[src/rtl/cq_pkg.sv]
package cq_pkg;

    localparam int ENTRY_W  = 128;
    localparam int ID_W     = 16;
    localparam int STATUS_W = 15;

    typedef enum logic [1:0] {
        ST_WAIT   = 2'd0,
        ST_WRITE  = 2'd1,
        ST_SIGNAL = 2'd2
    } cq_state_e;

    typedef struct packed {
        logic [STATUS_W-1:0] status;
        logic [ID_W-1:0]     cid;
        logic [ID_W-1:0]     sqid;
        logic [ID_W-1:0]     sqhd;
    } cq_rec_t;

endpackage

[src/rtl/cq_ring_ptr.sv]
module cq_ring_ptr #(
    parameter int DEPTH = 6,
    parameter int IDX_W = 3
) (
    input  logic             clk,
    input  logic             rst_n,
    input  logic             advance,
    input  logic             db_valid,
    input  logic [IDX_W-1:0] db_head,
    output logic [IDX_W-1:0] tail,
    output logic             phase,
    output logic             full
);

    localparam logic [IDX_W-1:0] LAST  = IDX_W'(DEPTH - 1);
    localparam logic [IDX_W:0]   LIMIT = (IDX_W + 1)'(DEPTH);

    logic [IDX_W-1:0] head;
    logic [IDX_W-1:0] tail_next;
    logic             wrap;
    logic             head_ok;

    always_comb begin
        wrap      = (tail == LAST);
        tail_next = wrap ? '0 : tail + 1'b1;
        full      = (tail_next == head);
        head_ok   = db_valid && ({1'b0, db_head} < LIMIT);
    end

    always_ff @(posedge clk) begin
        if (!rst_n) begin
            tail  <= '0;
            phase <= 1'b1;
            head  <= '0;
        end else begin
            if (advance) begin
                tail <= tail_next;
                if (wrap) begin
                    phase <= ~phase;
                end
            end
            if (head_ok) begin
                head <= db_head;
            end
        end
    end


    phase_flip_chk: assert property (@(posedge clk) disable iff (!rst_n)
        (advance && tail == LAST) |=> (phase != $past(phase)));


    phase_hold_chk: assert property (@(posedge clk) disable iff (!rst_n)
        (!advance || tail != LAST) |=> $stable(phase));


    head_range_chk: assert property (@(posedge clk) disable iff (!rst_n)
        ({1'b0, head} < LIMIT));


    bad_db_chk: assert property (@(posedge clk) disable iff (!rst_n)
        (db_valid && ({1'b0, db_head} >= LIMIT)) |=> $stable(head));


    no_overflow_chk: assert property (@(posedge clk) disable iff (!rst_n)
        advance |-> (tail_next != head));

endmodule

[src/rtl/cq_entry_reg.sv]
module cq_entry_reg
    import cq_pkg::*;
#(
    parameter int ADDR_W = 32,
    parameter int IDX_W  = 3
) (
    input  logic               clk,
    input  logic               rst_n,
    input  logic               capture,
    input  cq_rec_t            rec,
    input  logic               phase,
    input  logic [IDX_W-1:0]   slot,
    input  logic [ADDR_W-1:0]  base,
    output logic [ADDR_W-1:0]  wr_addr,
    output logic [ENTRY_W-1:0] wr_data
);

    localparam int OFS_W = IDX_W + 4;

    logic [ENTRY_W-1:0] packed_entry;
    logic [ADDR_W-1:0]  slot_addr;

    always_comb begin
        packed_entry = {rec.status, phase, rec.cid, rec.sqid, rec.sqhd, 64'h0};
        slot_addr    = base + ADDR_W'({slot, 4'b0000});
    end

    always_ff @(posedge clk) begin
        if (!rst_n) begin
            wr_addr <= '0;
            wr_data <= '0;
        end else if (capture) begin
            wr_addr <= slot_addr;
            wr_data <= packed_entry;
        end
    end


    low_zero_chk: assert property (@(posedge clk) disable iff (!rst_n)
        (wr_data[63:0] == 64'h0));


    phase_field_chk: assert property (@(posedge clk) disable iff (!rst_n)
        capture |=> (wr_data[112] == $past(phase)));


    addr_align_chk: assert property (@(posedge clk) disable iff (!rst_n)
        capture |=> ((wr_addr - $past(base)) < ADDR_W'(1 << OFS_W)));

endmodule

[src/rtl/cq_post_fsm.sv]
module cq_post_fsm
    import cq_pkg::*;
(
    input  logic clk,
    input  logic rst_n,
    input  logic cpl_valid,
    input  logic full,
    input  logic wr_ready,
    input  logic irq_en,
    output logic cpl_ready,
    output logic capture,
    output logic advance,
    output logic wr_valid,
    output logic irq_req
);

    cq_state_e state;
    cq_state_e state_nx;

    always_comb begin
        state_nx = state;
        unique case (state)
            ST_WAIT:   if (cpl_valid && !full) state_nx = ST_WRITE;
            ST_WRITE:  if (wr_ready)           state_nx = ST_SIGNAL;
            ST_SIGNAL:                         state_nx = ST_WAIT;
            default:                           state_nx = ST_WAIT;
        endcase
    end

    always_ff @(posedge clk) begin
        if (!rst_n) begin
            state <= ST_WAIT;
        end else begin
            state <= state_nx;
        end
    end

    always_comb begin
        cpl_ready = 1'b0;
        capture   = 1'b0;
        advance   = 1'b0;
        wr_valid  = 1'b0;
        irq_req   = 1'b0;
        unique case (state)
            ST_WAIT: begin
                cpl_ready = !full;
                capture   = cpl_valid && !full;
            end
            ST_WRITE: begin
                wr_valid = 1'b1;
                advance  = wr_ready;
            end
            ST_SIGNAL: begin
                irq_req = irq_en;
            end
            default: begin
                cpl_ready = 1'b0;
            end
        endcase
    end


    hold_req_chk: assert property (@(posedge clk) disable iff (!rst_n)
        (wr_valid && !wr_ready) |=> wr_valid);


    irq_after_write_chk: assert property (@(posedge clk) disable iff (!rst_n)
        (wr_valid && wr_ready && irq_en) |=> irq_req);


    irq_cause_chk: assert property (@(posedge clk) disable iff (!rst_n)
        irq_req |-> $past(wr_valid && wr_ready));


    irq_single_chk: assert property (@(posedge clk) disable iff (!rst_n)
        irq_req |=> !irq_req);


    accept_to_write_chk: assert property (@(posedge clk) disable iff (!rst_n)
        (cpl_valid && cpl_ready) |=> (wr_valid && !cpl_ready));


    one_inflight_chk: assert property (@(posedge clk) disable iff (!rst_n)
        !(cpl_ready && wr_valid));

endmodule

[src/rtl/cq_poster.sv]
module cq_poster
    import cq_pkg::*;
#(
    parameter int DEPTH  = 6,
    parameter int ADDR_W = 32,
    parameter int IDX_W  = $clog2(DEPTH)
) (
    input  logic                clk,
    input  logic                rst_n,
    input  logic                irq_en,
    input  logic [ADDR_W-1:0]   ring_base,
    input  logic                cpl_valid,
    output logic                cpl_ready,
    input  logic [ID_W-1:0]     cpl_cid,
    input  logic [ID_W-1:0]     cpl_sqid,
    input  logic [ID_W-1:0]     cpl_sqhd,
    input  logic [STATUS_W-1:0] cpl_status,
    input  logic                db_valid,
    input  logic [IDX_W-1:0]    db_head,
    output logic                wr_valid,
    input  logic                wr_ready,
    output logic [ADDR_W-1:0]   wr_addr,
    output logic [ENTRY_W-1:0]  wr_data,
    output logic                irq_req
);

    logic             full;
    logic             capture;
    logic             advance;
    logic             phase;
    logic [IDX_W-1:0] tail;
    cq_rec_t          rec;

    always_comb begin
        rec.status = cpl_status;
        rec.cid    = cpl_cid;
        rec.sqid   = cpl_sqid;
        rec.sqhd   = cpl_sqhd;
    end

    cq_post_fsm u_fsm (
        .clk       (clk),
        .rst_n     (rst_n),
        .cpl_valid (cpl_valid),
        .full      (full),
        .wr_ready  (wr_ready),
        .irq_en    (irq_en),
        .cpl_ready (cpl_ready),
        .capture   (capture),
        .advance   (advance),
        .wr_valid  (wr_valid),
        .irq_req   (irq_req)
    );

    cq_ring_ptr #(
        .DEPTH (DEPTH),
        .IDX_W (IDX_W)
    ) u_ptr (
        .clk      (clk),
        .rst_n    (rst_n),
        .advance  (advance),
        .db_valid (db_valid),
        .db_head  (db_head),
        .tail     (tail),
        .phase    (phase),
        .full     (full)
    );

    cq_entry_reg #(
        .ADDR_W (ADDR_W),
        .IDX_W  (IDX_W)
    ) u_entry (
        .clk     (clk),
        .rst_n   (rst_n),
        .capture (capture),
        .rec     (rec),
        .phase   (phase),
        .slot    (tail),
        .base    (ring_base),
        .wr_addr (wr_addr),
        .wr_data (wr_data)
    );


    stable_entry_chk: assert property (@(posedge clk) disable iff (!rst_n)
        (wr_valid && !wr_ready) |=> ($stable(wr_addr) && $stable(wr_data)));


    full_block_chk: assert property (@(posedge clk) disable iff (!rst_n)
        full |-> !cpl_ready);

endmodule

[config.mk]
export PLATFORM = sky130hd
export DESIGN_NAME = cq_poster
export DESIGN_NICKNAME = d
export VERILOG_FILES = /design/src/rtl/cq_pkg.sv /design/src/rtl/cq_ring_ptr.sv /design/src/rtl/cq_entry_reg.sv /design/src/rtl/cq_post_fsm.sv /design/src/rtl/cq_poster.sv
export SDC_FILE = /design/constraint.sdc
export NUM_CORES = 1
export LEC_CHECK = 0
export BUFFER_PORTS_ARGS = -buffer_cell sky130_fd_sc_hd__buf_2
export CORE_MARGIN = 2
export CORE_UTILIZATION = 45
export CTS_CLUSTER_SIZE = 20
export DETAILED_ROUTE_END_ITERATION = 10
export GPL_TIMING_DRIVEN = 0
export PLACE_DENSITY = 0.77
export SYNTH_ARGS = -nofsm -noshare
export SYNTH_HDL_FRONTEND = slang
export SYNTH_HIERARCHICAL = 1
export SYNTH_SLANG_ARGS = --single-unit
[constraint.sdc]
create_clock -name clk -period 2.8 [get_ports clk]
set_clock_uncertainty 0.15 [all_clocks]
set_input_delay 0.28 -clock clk [delete_from_list [all_inputs] [get_ports clk]]
set_output_delay 0.28 -clock clk [all_outputs]
set_load 0.02 [all_outputs]
Word-level counts from Yosys, hierarchy flattened
Index checks and enable logic that the tools add are counted.
- add/sub/neg operators: 2
- $lt $le $gt $ge: 1
- equal/unequal tests: 6
- multiplexer cells: 9
- bitwise gates (word level): 1
- reduce and logical (&&, ||, !) cells: 6
- operators with widths (kind ; count):
    adder 32 x 7 -> 32 bit ; 1
    two-way mux 1 bit ; 5
    two-way mux 2 bit ; 2
    one-hot mux 2 bit (2 select lines) ; 1
    AND reduction 2 bit ; 2
    adder 3 x 1 -> 3 bit, second input constant ; 1
    equality test 3 bit ; 1
    equality test 3 bit, second input constant ; 1
    less-than comparator 3 bit, second input constant ; 1
    two-way mux 3 bit ; 1
    equality test 2 x 1 -> 1 bit, second input constant ; 1
    equality test 2 bit, second input constant ; 1
    logical AND 1 bit ; 2
    zero test 2 bit ; 1
    inequality test 2 x 1 -> 1 bit, second input constant ; 1
    inequality test 2 bit, second input constant ; 1
    zero test 1 bit ; 1
    NOT 1 bit ; 1
- register bits after elaboration: 105
- output and inout port bits: 163
- logic and storage cells: 31

Depth between registers and ports, before layout
Gate-level depths: netlist of run 1.
- depth in word-level cells: 7
- gate-level depth with buffers: 11
- depth with buffers taken out: 8

Modules after synthesis
The synthesis of run 1 kept the hierarchy.
- by module, submodules not included (module ; times used ; cells each ; area each (µm²)):
    cq_entry_reg ; 1 ; 495 ; 4519.3
    cq_ring_ptr ; 1 ; 41 ; 401.6
    cq_post_fsm ; 1 ; 13 ; 110.1

Worst setup path before layout of run 1
No wires, ideal clock.
- path kind: register to register
- from: register u_ptr.tail[0]
- to: register u_entry.wr_addr[0]
- setup time: 0.128 ns
- arrival time: 2.266 ns
- slack: 0.257 ns
- stages on the path, launching flop included: 11
- buffers on the path: 4
- period minus slack after synthesis: 2.543 ns
- cell sequence: dfxtp_1 buf_6 and4b_1 o211ai_1 nand3_1 nor4b_1 clkbuf_1 clkbuf_1 buf_1 mux2i_1 nor2_1
- cells in the longest elaborated chain, start to end: 6
- ends and longest elaborated chain (what ; line ; RTL):
    start, declared ; cq_ring_ptr.sv:10 ; output logic [IDX_W-1:0] tail,
    start signal, assigned ; cq_ring_ptr.sv:37 ; tail <= tail_next;
    adder 3 x 1 -> 3 bit / equality test 3 bit (equally long branches) ; cq_ring_ptr.sv:25, cq_ring_ptr.sv:24 ;
    two-way mux 3 bit * ; cq_ring_ptr.sv:25 ; tail_next = wrap ? '0 : tail + 1'b1;
    equality test 3 bit * ; cq_ring_ptr.sv:26 ; full = (tail_next == head);
    net full ; cq_poster.sv:27 ; logic full;
    zero test 1 bit * ; cq_post_fsm.sv:47 ; capture = cpl_valid && !full;
    logical AND 1 bit * ; cq_post_fsm.sv:47 ;
    two-way mux 1 bit * ; cq_post_fsm.sv:44 ; unique case (state)
    net capture ; cq_poster.sv:28 ; logic capture;
    end signal, assigned ; cq_entry_reg.sv:33 ; wr_addr <= slot_addr;
    end, declared ; cq_entry_reg.sv:14 ; output logic [ADDR_W-1:0] wr_addr,
The timed path passes the listed nets; every way through them passes the cells marked *.
A chain may end at the register's enable or synchronous reset.

Worst setup path after layout of run 1
- from: register u_ptr.tail[0]
- to: register u_entry.wr_data[81]
- cells in the longest elaborated chain, start to end: 6
- ends and longest elaborated chain (what ; line ; RTL):
    adder 3 x 1 -> 3 bit / equality test 3 bit (equally long branches) ; cq_ring_ptr.sv:25, cq_ring_ptr.sv:24 ;
    two-way mux 3 bit * ; cq_ring_ptr.sv:25 ;
    equality test 3 bit * ; cq_ring_ptr.sv:26 ;
    net full ; cq_poster.sv:27 ;
    zero test 1 bit * ; cq_post_fsm.sv:47 ;
    logical AND 1 bit * ; cq_post_fsm.sv:47 ;
    two-way mux 1 bit * ; cq_post_fsm.sv:44 ;
    net capture ; cq_poster.sv:28 ;
    end signal, assigned ; cq_entry_reg.sv:34 ; wr_data <= packed_entry;
    end, declared ; cq_entry_reg.sv:15 ; output logic [ENTRY_W-1:0] wr_data
Marks and branches as above.

==> flow_summary.toml, run 1 <==
[place]
gp_congestion = 0.907
hpwl_um = 11400
io_buffers = 202
dpl_cell_area_um2 = 6450

[global_route]
met2_usage = 0.469
met1_usage = 0.295
grt_use_met3 = 0.0545
grt_max_degree = 18
overflow = 0
grt_pass1_vias = 4873
top_usage_layer = "met2"
track_usage = 0.260
antenna_found_initial = 1
grt_pass1_wl_um = 24200

[route]
ant_nets = 0
firstDrtPassIters = 5
vias = 5126
wirelength_um = 16300
drt_iter0_markers = 310
drc_errors = 0
routedWlPerCell_um = 16.0
via_per_inst = 5.04

[setup_path]
worstPathRequired_ps = 2910
crit_type = "reg2reg"
worst_ep_arrival_time_ps = 2820
crit_end = "u_entry/wr_data[81]$_SDFFE_PN0P_"
start_kind = "flip-flop"
worst_setup_path_end_kind = "flip-flop"
cp_max_fo = 10
slowest_delay_ps = 360
r2r_end = "u_entry/wr_data[81]$_SDFFE_PN0P_"
r2r_start = "u_ptr/tail[0]$_SDFFE_PN0P_"
crit_top_cell = "clkbuf_4"
reg2regPathDepth = 10
reg2reg_slack_ps = 90
setup.worst_path.start = "u_ptr/tail[0]$_SDFFE_PN0P_"
worstPathCellList = "buf_6 -> and4b_1 -> o211ai_1 -> nand3_1 -> nor4b_2 -> buf_4 -> clkbuf_4 -> clkbuf_4 -> mux2i_1 -> nor2_1"
cpMaxStageDelayCell = "dfxtp_1"

[worst_hold_path]
min_path_type = "in2reg"

[power]
intPower_mw = 2.38
powerDensity_nw_per_um2 = 500
power_frac_seq = 0.472
pwr-share-clk = 0.250
p_comb_frac = 0.278
p_sw_frac = 0.335
max-vdd-ir-drop_uv = 388
leakage_nw = 3.53
p_total_mw = 3.58
switching_power_mw = 1.20

[synth]
synth_cells = 549
ys_warn_count = 6
synth_cell_types = 56
avgSynthCellArea_um2 = 9.16
async_flop_share = 0
synthFlopType = "dfxtp_1"
yosysSeqAreaShare = 0.418
synth_edf_count = 0
netlist_area_um2 = 5030
ys_ff_latch = 105

[final_layout]
final_common_cell = "buf_2"
area_growth_pct = 42.3
final_area_um2 = 7160
n_fill_cell = 869
final_cell_mix = "buf_2 (204), dfxtp_1 (104), nor2_1 (83)"
drive_above_1_share = 0.348
fin_nets = 980

[clocking]
clock_latency_ps = 370
path_clk_slew_ps = 100
cts_root_buffer = "clkbuf_8"
cts-buffers-inserted = 9
clockBufferDepth = 2
tritoncts = "done"
htree_num_levels = 3
clock_sinks = 105

[timing]
worst_hold_slack_ps = 8.37
rsz0062_at_grt = "yes"
worst_slew_pin_slew_ps = 958
post-route-period-util = 0.970
setup_violations = 0
fin_crit_ps = 2710
fmax_ghz = 0.368
drv_slew = 0
setup_tns_ps = 0
final_hold_viol_count = 0
slew_headroom = 0.359

[floorplan]
die_h_um = 110
rows = 38
core_um2 = 10900
die_area_um2 = 12000
initial_utilization = 0.462
dieWidth_um = 110
ios = 267

[run]
cap_violations = 0

[run_status]
outcome = "finished clean"
[power groups by stage]
stage          sequential [mW]  combinational [mW]  clock [mW]
2_1_floorplan             1.85               0.462           0
3_3_place_gp              1.71               0.883           0
3_5_place_dp              1.71               0.903           0
4_1_cts                   1.68               0.957       0.911
5_1_grt                   1.70                1.06       0.971
6_report                  1.69               0.995       0.896
[flip-flops by register name, summed over array words and instances, names as in the netlist]
signal           count
u_ptr/phase          1
u_entry/wr_data     64
u_ptr/head           3
u_fsm/state          2
u_ptr/tail           3
u_entry/wr_addr     32
[cell type report]
type | instances | area, um^2 | area share
clock buffers | 10 | 138 | 0.0192
well taps | 140 | 175 | 0.0245
repair buffers | 250 | 1490 | 0.208
flip-flops and latches | 105 | 2100 | 0.294
plain buffers | 95 | 651 | 0.0909
multi-input cells | 401 | 2520 | 0.352
inverters | 10 | 37.5 | 0.00524
clock inverters | 5 | 40.0 | 0.00559
diodes | 2 | 5.00 | 0.000699
[critical path: cells and delay by family (launching register included)]
family / cells / cell delay, ps
AOI/OAI and AO/OA: 1 / 190
buffers and inverters: 4 / 910
DFF: 1 / 360
muxes: 1 / 280
and+or+nand+nor: 4 / 700
[metal layers]
| layer | share of wire | vias to the layer above |
|---|---|---|
| met1 | 0.38 | 2358 |
| met4 | 0.026 | 0 |
| met2 | 0.51 | 285 |
| met5 | 0 | - |
| met3 | 0.081 | 30 |
| li1 | - | 2453 |
[logic make-up (layout without fill, tap and decap cells)]
| family | after synthesis | in the layout | share of synthesized area |
|---|---|---|---|
| other | 1 | 66 | 0.000745 |
| and+or+nand+nor | 177 | 177 | 0.182 |
| xor gates and xnor gates | 9 | 9 | 0.0157 |
| buffers and inverters | 106 | 370 | 0.132 |
| AOI/OAI and AO/OA | 77 | 77 | 0.101 |
| DFF | 105 | 105 | 0.418 |
| muxes | 70 | 70 | 0.139 |
| adders and majority gates | 4 | 4 | 0.0114 |
[worst min-delay path by stage]
stage | startpoint | end | depth (start not counted)
floorplan | rst_n | u_ptr/phase$_SDFFE_PN1P_ | 1
global placement | u_entry/wr_data[106]$_SDFFE_PN0P_ | u_entry/wr_data[106]$_SDFFE_PN0P_ | 2
detailed placement | u_entry/wr_data[68]$_SDFFE_PN0P_ | u_entry/wr_data[68]$_SDFFE_PN0P_ | 2
CTS | cpl_sqid[4] | u_entry/wr_data[84]$_SDFFE_PN0P_ | 3
global route | cpl_status[1] | u_entry/wr_data[114]$_SDFFE_PN0P_ | 3
finish | cpl_sqhd[12] | u_entry/wr_data[76]$_SDFFE_PN0P_ | 3
[metrics by stage]
stage | util | worst slack [ps] | cells
2_1_floorplan | - | 257 | 612
3_3_place_gp | 0.593 | -512 | 954
3_5_place_dp | 0.593 | -629 | 954
4_1_cts | 0.654 | -93.1 | 1017
5_1_grt | 0.657 | -15.2 | 1017
6_report | 0.658 | 85.3 | 1018
[what timing repair did]
item                                    in CTS  in global routing
endpoints found under the setup margin      90                 89
gates resized for setup                      5                 20
buffers inserted                             0                  0
endpoints found under the hold margin       48                  0
hold buffers                                48                  0
[cells in the mapped netlist (all sizes together), types with 4 or more instances]
cell type,n,area [um^2]
a21oi,9,45.0
a31oi,13,81.3
and2,7,43.8
and4,4,35.0
buf,75,546
clkbuf,21,80.1
dfxtp,105,2100
inv,10,37.5
mux2i,70,701
nand2,12,45.0
nand3,11,55.1
nand4,9,56.3
nor2,83,312
nor2b,5,31.3
nor3,6,30.0
nor3b,4,30.0
nor4,5,31.3
o211ai,4,30.0
o21ai,21,105
o31ai,10,75.1
or4,12,90.1
xnor2,4,35.0
xor2,5,43.8
Power figures use the tool's default switching activity.
==> run 2, diff against run 1 <==
--- a/config.mk
+++ b/config.mk
@@ -10,7 +10,8 @@
 export CORE_UTILIZATION = 45
 export CTS_CLUSTER_SIZE = 20
 export DETAILED_ROUTE_END_ITERATION = 10
-export GPL_TIMING_DRIVEN = 0
+export GPL_ROUTABILITY_DRIVEN = 0
+export GPL_TIMING_DRIVEN = 1
 export PLACE_DENSITY = 0.77
 export SYNTH_ARGS = -nofsm -noshare
 export SYNTH_HDL_FRONTEND = slang
==> constraint.sdc (replaced) <==
create_clock -name clk -period 2.8 [get_ports clk]
set_clock_uncertainty 0.15 [all_clocks]
set_input_delay 0.28 -clock clk [delete_from_list [all_inputs] [get_ports clk]]
set_output_delay 0.28 -clock clk [all_outputs]
set_load 0.1 [all_outputs]
==> run 2 against run 1 <==
Sequential power barely moved; sequential share of layout area rose by 1.6 points; critical path depth fell by 2; critical path type unchanged; non-clock buffer count fell by 73; design area fell by 5.1%; utilization fell by 3.4 points; combinational power rose by 94%; clock power rose by 15%; first-iteration DRC count fell by 20%; flip-flop and latch count did not move.
==> flow_summary.toml, run 2 (synthesis gave the netlist of run 1 again) <==
[setup_path]
r2r_end = "u_entry/wr_data[122]$_SDFFE_PN0P_"
start_kind = "flip-flop"
reg2regPathDepth = 8
worstPathRequired_ps = 2880
cp_max_fo = 38
worst_setup_path_end_kind = "flip-flop"
crit_top_cell = "buf_12"
worstPathCellList = "nor3b_1 -> o211ai_1 -> nand3_1 -> nor4b_2 -> buf_12 -> buf_12 -> mux2i_1 -> nor2_1"
reg2reg_slack_ps = 250
r2r_start = "u_ptr/tail[1]$_SDFFE_PN0P_"
slowest_delay_ps = 510
worst_ep_arrival_time_ps = 2630
crit_type = "reg2reg"
cpMaxStageDelayCell = "dfxtp_1"

[route]
top_layer_used = "met4"
dr_wl_met2_um = 7190
vias = 4884
via_per_inst = 5.16
drt_iter0_markers = 249
wl_met3_um = 1290
drc_errors = 0
routedWlPerCell_um = 15.6
ant_nets = 0
firstDrtPassIters = 5
wl_met1_um = 5710
wirelength_um = 14800

[timing]
setup_tns_ps = 0
worst_slew_pin_slew_ps = 977
drv_slew = 0
slew_headroom = 0.346
rsz0062_at_grt = "no"
setup_violations = 0
fmax_ghz = 0.393
fin_crit_ps = 2550
post-route-period-util = 0.909
final_hold_viol_count = 0

[place]
io_buffers = 202
hpwl_um = 9500

[final_layout]
area_growth_pct = 35.0
final_common_cell = "buf_2"
fin_nets = 907
final_cell_mix = "buf_2 (202), dfxtp_1 (104), nor2_1 (83)"
largest_register_ffs = 64
reg_top3 = "u_entry/wr_data (64), u_entry/wr_addr (32)"
n_fill_cell = 866
drive_above_1_share = 0.291
top_register = "u_entry/wr_data"

[global_route]
grt_max_degree = 41
track_usage = 0.239
antenna_found_initial = 2
grt_pass1_vias = 4509
overflow = 0
grt_pass1_wl_um = 22300

[floorplan]
ios = 267
dieWidth_um = 110
die_h_um = 110
die_area_um2 = 12000
rows = 38
initial_utilization = 0.462
core_um2 = 10900

[worst_hold_path]
hold_end = "u_entry/wr_data[101]$_SDFFE_PN0P_"
hold_path_depth = 3
hp-start = "cpl_cid[5]"
min_path_type = "in2reg"

[power]
max-vdd-ir-drop_uv = 471
leakage_nw = 3.22
p_total_mw = 4.64
powerDensity_nw_per_um2 = 683

[clocking]
clock_latency_ps = 370
cts_root_buffer = "clkbuf_8"
clockBufferDepth = 2
tritoncts = "done"
path_clk_slew_ps = 100
cts-buffers-inserted = 9
htree_num_levels = 3
clock_sinks = 105

[run]
cap_violations = 0

[run_status]
outcome = "finished clean"
## run 2: cell count changes in the layout (fill, tap and decap cells not counted), moves of 4 or more
cell           delta
buf_4            -65
clkbuf_1         -16
dlygate4sd3_1    +14
buf_12            +4
clkbuf_4          -4
## run 2: final cells by class
| class | count | area [um^2] | share of cell area |
|---|---|---|---|
| sequential | 105 | 2100 | 0.310 |
| clock inverter | 7 | 93.8 | 0.0138 |
| antenna | 2 | 5.00 | 0.000737 |
| tap | 140 | 175 | 0.0258 |
| multi-input combinational | 401 | 2510 | 0.370 |
| inverter | 10 | 37.5 | 0.00552 |
| clock buffer | 9 | 124 | 0.0182 |
| timing repair buffer | 272 | 1740 | 0.256 |
## run 2: stage by stage
stage	cell area [um^2]	instances	hold WS, ps	setup WS (ps)	utilization
3_3_place_gp	5950	866	313	346	0.546
2_1_floorplan	5270	612	192	233	-
4_1_cts	6790	944	4.56	220	0.623
5_1_grt	6790	945	12.4	89.6	0.624
3_5_place_dp	5950	866	327	223	0.546
6_report	6790	946	23.6	253	0.624
## run 2: per-layer routing
metal,GRT usage,vias up
met5,0,-
met4,0.107,0
met3,0.0782,49
met2,0.402,270
met1,0.276,2253
li1,-,2312
## run 2: critical path, delay by kind of cell (launching register included)
family                 cells  cell delay (ps)
multiplexers               1              260
buffers and inverters      2              520
AND/OR/NAND/NOR            4              720
AO/OA/AOI/OAI              1              220
flip-flops                 1              510
## run 2: how the worst max path moves through the flow
stage | startpoint | to | slack (ps) | cells past startpoint
after global placement | u_ptr/tail[0]$_SDFFE_PN0P_ | u_entry/wr_data[110]$_SDFFE_PN0P_ | 350 | 8
after CTS | u_ptr/tail[0]$_SDFFE_PN0P_ | u_entry/wr_addr[1]$_SDFFE_PN0P_ | 220 | 8
after floorplan | u_ptr/tail[0]$_SDFFE_PN0P_ | u_entry/wr_addr[0]$_SDFFE_PN0P_ | 230 | 10
final | u_ptr/tail[1]$_SDFFE_PN0P_ | u_entry/wr_data[122]$_SDFFE_PN0P_ | 250 | 8
after global routing | u_ptr/tail[2]$_SDFFE_PN0P_ | u_entry/wr_data[105]$_SDFFE_PN0P_ | 90 | 8
after detailed placement | u_ptr/tail[0]$_SDFFE_PN0P_ | u_entry/wr_addr[1]$_SDFFE_PN0P_ | 220 | 8
## run 2: timing repair
| action | CTS | global route |
|---|---|---|
| buffers inserted | 0 | 0 |
| hold buffers | 62 | 0 |
| gates resized for setup | 0 | 1 |
| endpoints found under the setup margin | 0 | 4 |
| hold endpoints to repair | 62 | 0 |
## run 2: where the power goes
part / internal, mW / switching, mW / leakage, nW / total [mW]
clock network: 0.440 / 0.585 / 0.107 / 1.03
logic: 0.361 / 1.57 / 2.25 / 1.93
registers: 1.62 / 0.0732 / 0.865 / 1.69
==> run 3, diff against run 2 <==
--- a/config.mk
+++ b/config.mk
@@ -12,7 +12,7 @@
 export DETAILED_ROUTE_END_ITERATION = 10
 export GPL_ROUTABILITY_DRIVEN = 0
 export GPL_TIMING_DRIVEN = 1
-export PLACE_DENSITY = 0.77
+export PLACE_DENSITY = 0.8
 export SYNTH_ARGS = -nofsm -noshare
 export SYNTH_HDL_FRONTEND = slang
 export SYNTH_HIERARCHICAL = 1
==> run 3 against run 2 <==
Global-route usage shrank 2.5 points; non-clock buffer count is 13 lower; critical path depth fell by 1; clock power about the same; combinational power about the same; largest power group unchanged.
==> flow_summary.toml, run 3 (synthesis gave the netlist of run 1 again) <==
[final_layout]
final_cell_mix = "buf_2 (202), dfxtp_1 (105), nor2_1 (83)"
fin_nets = 894
top_register = "u_entry/wr_data"
antennaDiodeCount = 0
area_growth_pct = 32.3
final_common_cell = "buf_2"
largest_register_ffs = 64
reg_top3 = "u_entry/wr_data (64), u_entry/wr_addr (32)"
stdcell_count = 931
drive_above_1_share = 0.296

[power]
p_comb_frac = 0.415
p_total_mw = 4.60
leakage_nw = 3.18
powerDensity_nw_per_um2 = 691
pwr-share-clk = 0.219
intPower_mw = 2.41
switching_power_mw = 2.20
p_sw_frac = 0.477
power_frac_seq = 0.366
max-vdd-ir-drop_uv = 399

[global_route]
met1_usage = 0.257
grt_pass1_wl_um = 20400
grt_max_degree = 75
grt_use_met3 = 0.0563
met2_usage = 0.373
overflow = 0
antenna_found_initial = 2
grt_pass1_vias = 4209
top_usage_layer = "met2"
track_usage = 0.214

[place]
hpwl_um = 9420
dpl.cell_count = 867
io_buffers = 202

[setup_path]
worst_ep_arrival_time_ps = 2630
r2r_start = "u_ptr/tail[0]$_SDFFE_PN0P_"
r2r_end = "u_entry/wr_data[109]$_SDFFE_PN0P_"
cp_max_fo = 50
reg2regPathDepth = 7
worst_setup_path_end_kind = "flip-flop"
reg2reg_slack_ps = 250
start_kind = "flip-flop"
worstPathRequired_ps = 2880
crit_type = "reg2reg"

[floorplan]
ios = 267
core_um2 = 10900
die_h_um = 110
die_area_um2 = 12000
rows = 38
initial_utilization = 0.462
dieWidth_um = 110

[route]
drt_iter0_markers = 393
vias = 4695
firstDrtPassIters = 5
via_per_inst = 5.04
routedWlPerCell_um = 15.0
ant_nets = 0
wirelength_um = 13900
drc_errors = 0

[timing]
rsz0062_at_grt = "no"
fmax_ghz = 0.393
post-route-period-util = 0.910
final_hold_viol_count = 0
setup_tns_ps = 0
drv_slew = 0
setup_violations = 0
fin_crit_ps = 2550
worst_slew_pin_slew_ps = 950
slew_headroom = 0.364

[clocking]
htree_num_levels = 3
path_clk_slew_ps = 110
cts_root_buffer = "clkbuf_8"
clock_latency_ps = 350
clock_sinks = 105
tritoncts = "done"
clockBufferDepth = 2
cts-buffers-inserted = 9

[worst_hold_path]
min_path_type = "in2reg"
hold_path_depth = 3
hold_end = "u_entry/wr_data[64]$_SDFFE_PN0P_"
hp-start = "cpl_sqhd[0]"

[run_status]
outcome = "finished clean"

[run]
cap_violations = 0
-- run 3: through the flow --
stage / worst slack [ps] / hold slack (ps) / cell area (um^2) / util
after floorplan: 233 / 192 / 5270 / -
after global placement: 331 / 317 / 5960 / 0.547
after detailed placement: 287 / 327 / 5960 / 0.547
after CTS: 262 / 0.0125 / 6650 / 0.611
after global routing: 44.7 / 2.38 / 6660 / 0.611
final: 253 / 16.4 / 6660 / 0.611
-- run 3: layout make-up --
| cell class | count | area, um^2 |
|---|---|---|
| well taps | 140 | 175 |
| repair buffers | 259 | 1610 |
| inverters | 10 | 37.5 |
| flip-flops and latches | 105 | 2100 |
| multi-input cells | 401 | 2510 |
| clock inverters | 7 | 96.3 |
| clock buffers | 9 | 124 |
| fillers | 895 | 4230 |
-- run 3: per-layer routing --
layer	part of all wire	wire length (um)
met4	0.015	205
met2	0.50	6980
met1	0.41	5640
met5	0.0019	27
met3	0.076	1070
-- run 3: power by group through the flow --
stage          registers (mW)  clock network (mW)  logic (mW)
4_1_cts                  1.68                1.04        1.90
5_1_grt                  1.70                1.10        1.98
2_1_floorplan            2.54                   0       0.785
3_3_place_gp             1.71                   0        1.83
6_report                 1.68                1.01        1.91
3_5_place_dp             1.71                   0        1.85
-- run 3: worst max path at each step --
stage                                     startpoint                                 to  depth (start not counted)  slack (ps)
after detailed placement  u_ptr/tail[0]$_SDFFE_PN0P_   u_entry/wr_addr[27]$_SDFFE_PN0P_                          9         290
after global placement    u_ptr/tail[0]$_SDFFE_PN0P_   u_entry/wr_addr[27]$_SDFFE_PN0P_                          9         330
after floorplan           u_ptr/tail[0]$_SDFFE_PN0P_    u_entry/wr_addr[0]$_SDFFE_PN0P_                         10         230
after global routing      u_ptr/tail[0]$_SDFFE_PN0P_   u_entry/wr_addr[26]$_SDFFE_PN0P_                          7          40
final                     u_ptr/tail[0]$_SDFFE_PN0P_  u_entry/wr_data[109]$_SDFFE_PN0P_                          7         250
after CTS                 u_ptr/tail[0]$_SDFFE_PN0P_   u_entry/wr_addr[27]$_SDFFE_PN0P_                          9         260
-- run 3: worst max-delay path, cell delays in order, from the launching register on --
cell and delay, ps:
dfxtp_1 520, and4b_1 240, o211ai_1 160, nand3_1 170, nor4b_2 400, buf_12 340, mux2i_1 310, nor2_1 70
-- run 3: timing repair --
item,CTS,global route
hold endpoints to repair,47,1
buffers inserted,0,0
gates resized for setup,0,0
endpoints found under the setup margin,0,0
hold buffers,47,1
